===== config.mk =====
export PLATFORM = sky130hd
export DESIGN_NAME = exc_entry_ctrl
export DESIGN_NICKNAME = d
export VERILOG_FILES = /design/src/rtl/exc_pkg.sv /design/src/rtl/exc_resume_pc.sv /design/src/rtl/exc_vector_gen.sv /design/src/rtl/exc_state.sv /design/src/rtl/exc_entry_ctrl.sv
export SDC_FILE = /design/constraint.sdc
export NUM_CORES = 1
export LEC_CHECK = 0
export BUFFER_PORTS_ARGS = -buffer_cell sky130_fd_sc_hd__clkbuf_2
export CORE_MARGIN = 2
export CORE_UTILIZATION = 25
export CTS_CLUSTER_DIAMETER = 150
export DETAILED_ROUTE_END_ITERATION = 8
export SLEW_MARGIN = 20
export SYNTH_ARGS = -nofsm -noshare
export SYNTH_HDL_FRONTEND = slang
export SYNTH_SLANG_ARGS = --single-unit

===== constraint.sdc =====
create_clock -name clk -period 6.5 [get_ports clk]
set_clock_uncertainty 0.05 [all_clocks]
set_input_delay 1.3 -clock clk [delete_from_list [all_inputs] [get_ports clk]]
set_output_delay 1.3 -clock clk [all_outputs]
set_load 0.005 [all_outputs]

===== src/rtl/exc_pkg.sv =====
package exc_pkg;

    localparam int XLEN = 32;

    typedef logic [XLEN-1:0] addr_t;

    // Which kind of handler slot an event lands in
    typedef enum logic [1:0] {
        SLOT_GENERAL   = 2'd0,
        SLOT_REFILL    = 2'd1,
        SLOT_IRQ_FLAT  = 2'd2,
        SLOT_IRQ_TABLE = 2'd3
    } slot_e;

    localparam addr_t OFF_GENERAL  = addr_t'(12'h180);
    localparam addr_t OFF_REFILL   = addr_t'(12'h000);
    localparam addr_t OFF_IRQ      = addr_t'(12'h200);
    localparam addr_t BOOT_ADJUST  = addr_t'(12'h200);
    localparam addr_t EBASE_CLR    = addr_t'(12'h3FF);

    // Address to save for resuming: mode bit folded in, rewound over a branch
    function automatic addr_t resume_addr(addr_t pc, logic isa16, logic in_delay, logic br16);
        addr_t rewind;
        rewind = in_delay ? (br16 ? addr_t'(2) : addr_t'(4)) : '0;
        return (pc | addr_t'(isa16)) - rewind;
    endfunction

endpackage


===== src/rtl/exc_resume_pc.sv =====
module exc_resume_pc
    import exc_pkg::*;
(
    input  addr_t pc,
    input  logic  isa16,
    input  logic  in_delay,
    input  logic  br16,
    output addr_t resume
);

    always_comb begin
        resume = resume_addr(pc, isa16, in_delay, br16);
    end

endmodule


===== src/rtl/exc_vector_gen.sv =====
module exc_vector_gen
    import exc_pkg::*;
#(
    parameter addr_t BOOT_BASE = 32'hBFC0_0000,
    parameter int    NUM_IRQ   = 8,
    parameter int    SPACING_W = 5
) (
    input  logic                 bev,
    input  logic                 exl,
    input  logic                 is_refill,
    input  logic                 is_int,
    input  logic                 vec_en,
    input  logic [SPACING_W-1:0] spacing,
    input  logic [NUM_IRQ-1:0]   int_pend,
    input  logic [NUM_IRQ-1:0]   int_mask,
    input  addr_t                ebase,
    output slot_e                slot,
    output addr_t                target
);

    localparam int IDX_W = (NUM_IRQ > 1) ? $clog2(NUM_IRQ) : 1;

    logic [NUM_IRQ-1:0] live;
    logic [IDX_W-1:0]   top_line;
    addr_t              base;
    addr_t              offset;
    addr_t              stride;

    // Highest-numbered enabled line wins
    always_comb begin
        live     = int_pend & int_mask;
        top_line = '0;
        for (int i = 0; i < NUM_IRQ; i++) begin
            if (live[i]) top_line = IDX_W'(i);
        end
    end

    always_comb begin
        if (is_int) begin
            if (!vec_en)                             slot = SLOT_GENERAL;
            else if (!bev && (spacing != '0))        slot = SLOT_IRQ_TABLE;
            else                                     slot = SLOT_IRQ_FLAT;
        end else if (is_refill && !exl) begin
            slot = SLOT_REFILL;
        end else begin
            slot = SLOT_GENERAL;
        end
    end

    always_comb begin
        base   = bev ? (BOOT_BASE + BOOT_ADJUST) : (ebase & ~EBASE_CLR);
        stride = addr_t'(spacing) << 5;
        unique case (slot)
            SLOT_REFILL:    offset = OFF_REFILL;
            SLOT_IRQ_FLAT:  offset = OFF_IRQ;
            SLOT_IRQ_TABLE: offset = OFF_IRQ + addr_t'(top_line) * stride;
            default:        offset = OFF_GENERAL;
        endcase
        target = base + offset;
    end

endmodule


===== src/rtl/exc_state.sv =====
module exc_state
    import exc_pkg::*;
#(
    parameter int CODE_W = 5
) (
    input  logic              clk,
    input  logic              rst,
    input  logic              entry_req,
    input  logic              ret_req,
    input  logic [CODE_W-1:0] exc_code,
    input  logic              in_delay,
    input  addr_t             resume,
    input  addr_t             target,
    output logic              exl,
    output addr_t             epc,
    output logic              bd,
    output logic [CODE_W-1:0] code,
    output logic              isa16_q,
    output addr_t             pc_q,
    output logic              pc_vld
);

    always_ff @(posedge clk) begin
        if (rst) begin
            exl     <= 1'b0;
            epc     <= '0;
            bd      <= 1'b0;
            code    <= '0;
            isa16_q <= 1'b0;
            pc_q    <= '0;
            pc_vld  <= 1'b0;
        end else begin
            pc_vld <= entry_req | ret_req;
            if (entry_req) begin
                if (!exl) begin
                    epc <= resume;
                    bd  <= in_delay;
                end
                code    <= exc_code;
                exl     <= 1'b1;
                isa16_q <= 1'b0;
                pc_q    <= target;
            end else if (ret_req) begin
                exl     <= 1'b0;
                isa16_q <= epc[0];
                pc_q    <= {epc[XLEN-1:1], 1'b0};
            end
        end
    end

    AST_NESTED_KEEPS_EPC: assert property (@(posedge clk) disable iff (rst)
        (entry_req && exl) |=> ($stable(epc) && $stable(bd)));
    AST_ENTRY_SETS_EXL: assert property (@(posedge clk) disable iff (rst)
        entry_req |=> (exl && (code == $past(exc_code))));
    AST_ENTRY_ISA32: assert property (@(posedge clk) disable iff (rst)
        entry_req |=> !isa16_q);
    AST_RETURN_LEAVES: assert property (@(posedge clk) disable iff (rst)
        (ret_req && !entry_req) |=> (!exl && (pc_q[0] == 1'b0)));
    AST_PULSE_ON_REQ: assert property (@(posedge clk) disable iff (rst)
        (entry_req || ret_req) |=> pc_vld);
    AST_PULSE_ONLY_ON_REQ: assert property (@(posedge clk) disable iff (rst)
        !(entry_req || ret_req) |=> !pc_vld);

endmodule


===== src/rtl/exc_entry_ctrl.sv =====
module exc_entry_ctrl
    import exc_pkg::*;
#(
    parameter addr_t BOOT_BASE = 32'hBFC0_0000,
    parameter int    NUM_IRQ   = 8,
    parameter int    SPACING_W = 5,
    parameter int    CODE_W    = 5
) (
    input  logic                 clk,
    input  logic                 rst,
    input  logic                 entry_req,
    input  logic                 ret_req,
    input  logic [CODE_W-1:0]    exc_code,
    input  logic                 is_refill,
    input  logic                 is_int,
    input  logic [XLEN-1:0]      cur_pc,
    input  logic                 in_delay,
    input  logic                 br16,
    input  logic                 isa16,
    input  logic                 bev,
    input  logic                 vec_en,
    input  logic [SPACING_W-1:0] spacing,
    input  logic [NUM_IRQ-1:0]   int_pend,
    input  logic [NUM_IRQ-1:0]   int_mask,
    input  logic [XLEN-1:0]      ebase,
    output logic                 exc_level,
    output logic [XLEN-1:0]      epc_out,
    output logic                 cause_bd,
    output logic [CODE_W-1:0]    cause_code,
    output logic                 handler_isa16,
    output logic [XLEN-1:0]      new_pc,
    output logic                 new_pc_valid
);

    addr_t resume;
    addr_t target;
    slot_e slot;

    exc_resume_pc u_resume (
        .pc       (cur_pc),
        .isa16    (isa16),
        .in_delay (in_delay),
        .br16     (br16),
        .resume   (resume)
    );

    exc_vector_gen #(
        .BOOT_BASE (BOOT_BASE),
        .NUM_IRQ   (NUM_IRQ),
        .SPACING_W (SPACING_W)
    ) u_vec (
        .bev       (bev),
        .exl       (exc_level),
        .is_refill (is_refill),
        .is_int    (is_int),
        .vec_en    (vec_en),
        .spacing   (spacing),
        .int_pend  (int_pend),
        .int_mask  (int_mask),
        .ebase     (ebase),
        .slot      (slot),
        .target    (target)
    );

    exc_state #(
        .CODE_W (CODE_W)
    ) u_state (
        .clk       (clk),
        .rst       (rst),
        .entry_req (entry_req),
        .ret_req   (ret_req),
        .exc_code  (exc_code),
        .in_delay  (in_delay),
        .resume    (resume),
        .target    (target),
        .exl       (exc_level),
        .epc       (epc_out),
        .bd        (cause_bd),
        .code      (cause_code),
        .isa16_q   (handler_isa16),
        .pc_q      (new_pc),
        .pc_vld    (new_pc_valid)
    );

    AST_REFILL_SLOT_NEEDS_EXL_LOW: assert property (@(posedge clk) disable iff (rst)
        (slot == SLOT_REFILL) |-> (!exc_level && is_refill && !is_int));
    AST_TABLE_NEEDS_VECTOR_MODE: assert property (@(posedge clk) disable iff (rst)
        (slot == SLOT_IRQ_TABLE) |-> (is_int && vec_en && !bev && (spacing != '0)));

endmodule


==> qor.csv <==
stage,metric,value,unit
outcome,status,"complete, no violations",
floorplan,horizontal die dimension,140,um
logic_synthesis,fraction of registers with async set or reset after synthesis,0,%
logic_synthesis,Yosys Warn Count,0,
cells_and_area,share of cells above drive strength 1,27.5,%
detailed_routing,number of nets with antenna violations after detailed routing,0,
timing,number of pins with negative max-slew slack in the final report,0,
timing,share of the cycle needed by the critical path after routing,88.3,%
floorplan,standard-cell rows,49,
clocking,Hold Buf Count CTS,0,
detailed_routing,WL per Instance,15.9,um
floorplan,initial core utilization,25.6,%
critical_path,R2R Path End,u_state.epc[26],
floorplan,area of the die,19600,um^2
critical_path,highest net fanout along the worst path,6,
global_route,via count of the first global-routing pass,4212,
cells_and_area,multi-input gate area in the final layout,2980,um^2
clocking,post-CTS clock slew at the launch and capture registers of the worst setup and hold paths,0.06,ns
clocking,# Post-CTS Setup Buffers,0,
logic_synthesis,ys flop type,dfxtp_1,
placed_design,cell area reported after detailed placement,5630,um^2
clocking,number of gates given a new drive strength after cts,0,
timing,Final Hold Viols,0,
global_route,total gr overflow,0,
detailed_routing,vias per cell,4.82,
cells_and_area,"commonest non-fill, non-tap cells in the layout","160 x clkbuf_2, 77 x nor2_1, 72 x dfxtp_1, 49 x a211oi_1, 33 x nand2_1",
cells_and_area,count of fill cells added during filler insertion,1969,
critical_path,Critical Path Max Stage Delay,0.41,ns
logic_synthesis,number of nets produced by synthesis,679,
timing,setup repair after global routing missed its margin,no,
cells_and_area,share of the core filled with cells,33.0,%
timing,Total Neg Setup Slack,0,ns
critical_path,capturing element type of the critical path,register,
placed_design,placed wire-length estimate,11700,um
logic_synthesis,cell area after technology mapping,4610,um^2
clocking,CTS Root Cell,clkbuf_16,
hold_path,Hold Path Cell Cnt,2,
global_route,GRT Resource Usage Total,14.9,%
detailed_routing,post-route DRC violation count,0,
global_route,initial antenna violation count,0,
floorplan,floorplan core area,18000,um^2
detailed_routing,routed length on met1,7500,um
critical_path,worst path cell trace,"clkbuf_2, nand2_1, a32o_1, a22o_1, a22o_1, nand2_1, fa_1, inv_1, ha_1, inv_1, fa_1, xnor2_1, ha_1, xnor3_1, and2_1, ha_1, nor2b_1, o2111a_1, o21ai_0, buf_4, or3_1, a31oi_1",
logic_synthesis,register area share after synthesis,31.2,%
critical_path,CP max-delay cell,fa_1,
pwr,total leakage power,2.56,nW
detailed_routing,via count of the routed design,4503,
detailed_routing,number of DRC markers after the initial detailed-route iteration,221,
timing,actual slew at the worst max-slew pin,0.696,ns
clocking,sinks on the clock net,72,
critical_path,CP Launch Point,int_pend[2],
detailed_routing,Total Routed Length,14900,um
timing,highest attainable clock frequency,0.174,GHz
clocking,number of clock buffers inserted by TritonCTS,9,
pwr,maximum ir drop on the vdd rail,110,uV
cells_and_area,area occupied by registers,1440,um^2
critical_path,critical path endpoint,u_state.pc_q[31],
critical_path,number of buffer and inverter stages on the critical path,4,
detailed_routing,met2 wirelength from detailed routing,6600,um
critical_path,Crit. path cell count,22,
critical_path,beginning of the worst register-to-register path,u_state.exl,
logic_synthesis,Post-Syn Instances,557,
critical_path,FF-to-FF path depth,4,
logic_synthesis,post-synthesis average cell area,8.28,um^2
timing,least setup slack across all paths after layout,0.762,ns
timing,Max transition margin,53.6,%
critical_path,most repeated library cell on the critical path,ha_1,
placed_design,RD Place Congestion,0.798,
critical_path,critical path class,primary input to register,
critical_path,Critical Path RT,6.71,ns
placed_design,worst slack after detailed placement,0.441,ns
critical_path,"setup slack, reg-to-reg",4.98,ns
clocking,clock tree from TritonCTS,built,
clocking,deepest clock path buffer count,2,
logic_synthesis,number of synthesized flops with an enable pin,0,
critical_path,sort of element at the start of the critical path,primary input,
placed_design,count of buffers from port buffering,160,
cells_and_area,design area,5950,um^2
timing,Tmin final,5.74,ns
critical_path,CP top delay family,adder cells,
logic_synthesis,flip-flop and latch count after synthesis,72,
detailed_routing,DR top layer,met4,
detailed_routing,routed wire length on met3,596,um
job,max-capacitance violation count,0,
hold_path,path category of the worst min-delay check,register to register,
clocking,maximum level of the CTS H-tree,3,
floorplan,Chip Height,140,um
cells_and_area,"most common cell after layout, fill and taps aside",clkbuf_2,
critical_path,critical path arrival,5.94,ns
cells_and_area,number of nets in the finished design,824,
timing,number of failing setup endpoints in the final timing report,0,
global_route,first-pass GRT wire length,23100,um
clocking,insertion delay of the later-clocked pin in the worst-skew pair,0.32,ns
floorplan,I/O pin count,174,
logic_synthesis,number of distinct library cells after synthesis,61,
cells_and_area,Diodes inserted,0,
detailed_routing,total iterations of the first detailed-routing run,5,
global_route,maximum number of pins on one net before global-route repair,66,
cells_and_area,synth-to-layout area growth,29.0,%
pwr,power density over cell area,222,nW/um^2
per-layer routing:
layer  track usage (%)  vias up
li1                  -     2326
met1              21.5     2052
met2              23.1      116
met3              2.20        9
met4              4.16        0
met5                 0        -
flip-flops by register name, indices dropped and copies added, names as in the netlist:
register and cells:
u_state.epc 32, u_state.pc_q 31, u_state.code 5, u_state.bd 1, u_state.exl 1, u_state.isa16_q 1
u_state.pc_vld 1
tightest hold or removal path, stage by stage (launching register included):
cell and delay [ns]:
dfxtp_1 0.33, nand2_1 0.05, o31ai_1 0.05
through the flow:
step | hold WS, ns | power, mW | instances
3_5_place_dp | 0.394 | 0.795 | 920
2_1_floorplan | 0.399 | 0.674 | 557
5_1_grt | 0.432 | 1.39 | 935
4_1_cts | 0.408 | 1.34 | 935
6_report | 0.404 | 1.32 | 935
3_3_place_gp | 0.391 | 0.792 | 920
synthesized netlist by cell type, types with 12 or more instances:
library cell / count / area share (%)
nor2_1: 77 / 6.3
dfxtp_1: 72 / 31
a211oi_1: 49 / 8.0
nand2_1: 33 / 2.7
clkbuf_1: 26 / 2.1
mux2i_1: 22 / 4.8
nor2b_1: 21 / 2.8
inv_1: 20 / 1.6
xor2_1: 20 / 3.8
o21ai_0: 17 / 1.8
xnor2_1: 17 / 3.2
ha_1: 15 / 4.1
nand3_1: 13 / 1.4
a21oi_1: 12 / 1.3
logic make-up after synthesis:
| kind of cell | Yosys count | synth area share (%) |
|---|---|---|
| buffers and inverters | 52 | 4.34 |
| muxes | 25 | 5.51 |
| AOI/OAI and AO/OA | 129 | 20.0 |
| adders and majority gates | 21 | 6.67 |
| other | 1 | 0.0813 |
| DFF | 72 | 31.2 |
| xor gates and xnor gates | 38 | 7.51 |
| and+or+nand+nor | 219 | 24.7 |
worst min-delay path by stage:
stage | startpoint | end | slack [ns]
after floorplan | u_state.pc_q[7] | u_state.pc_q[7] | 0.40
after global placement | u_state.pc_q[7] | u_state.pc_q[7] | 0.39
after detailed placement | u_state.pc_q[7] | u_state.pc_q[7] | 0.39
after CTS | u_state.pc_q[7] | u_state.pc_q[7] | 0.41
after global routing | u_state.pc_q[8] | u_state.pc_q[8] | 0.43
final | u_state.pc_q[7] | u_state.pc_q[7] | 0.40
cell type report:
type | instances | area share [%]
clock buffer | 12 | 4.31
clock inverter | 3 | 1.09
inverter | 20 | 1.26
multi-input combinational | 433 | 50.1
sequential | 72 | 24.2
tap | 229 | 4.82
timing repair buffer | 166 | 14.2
power breakdown:
part	leakage [nW]	internal [mW]	switching (mW)
Combinational	1.81	0.130	0.154
Sequential	0.595	0.473	0.0259
Clock	0.159	0.354	0.185
Total	2.56	0.957	0.365
Note: power is estimated with default switching activity, not from simulation.
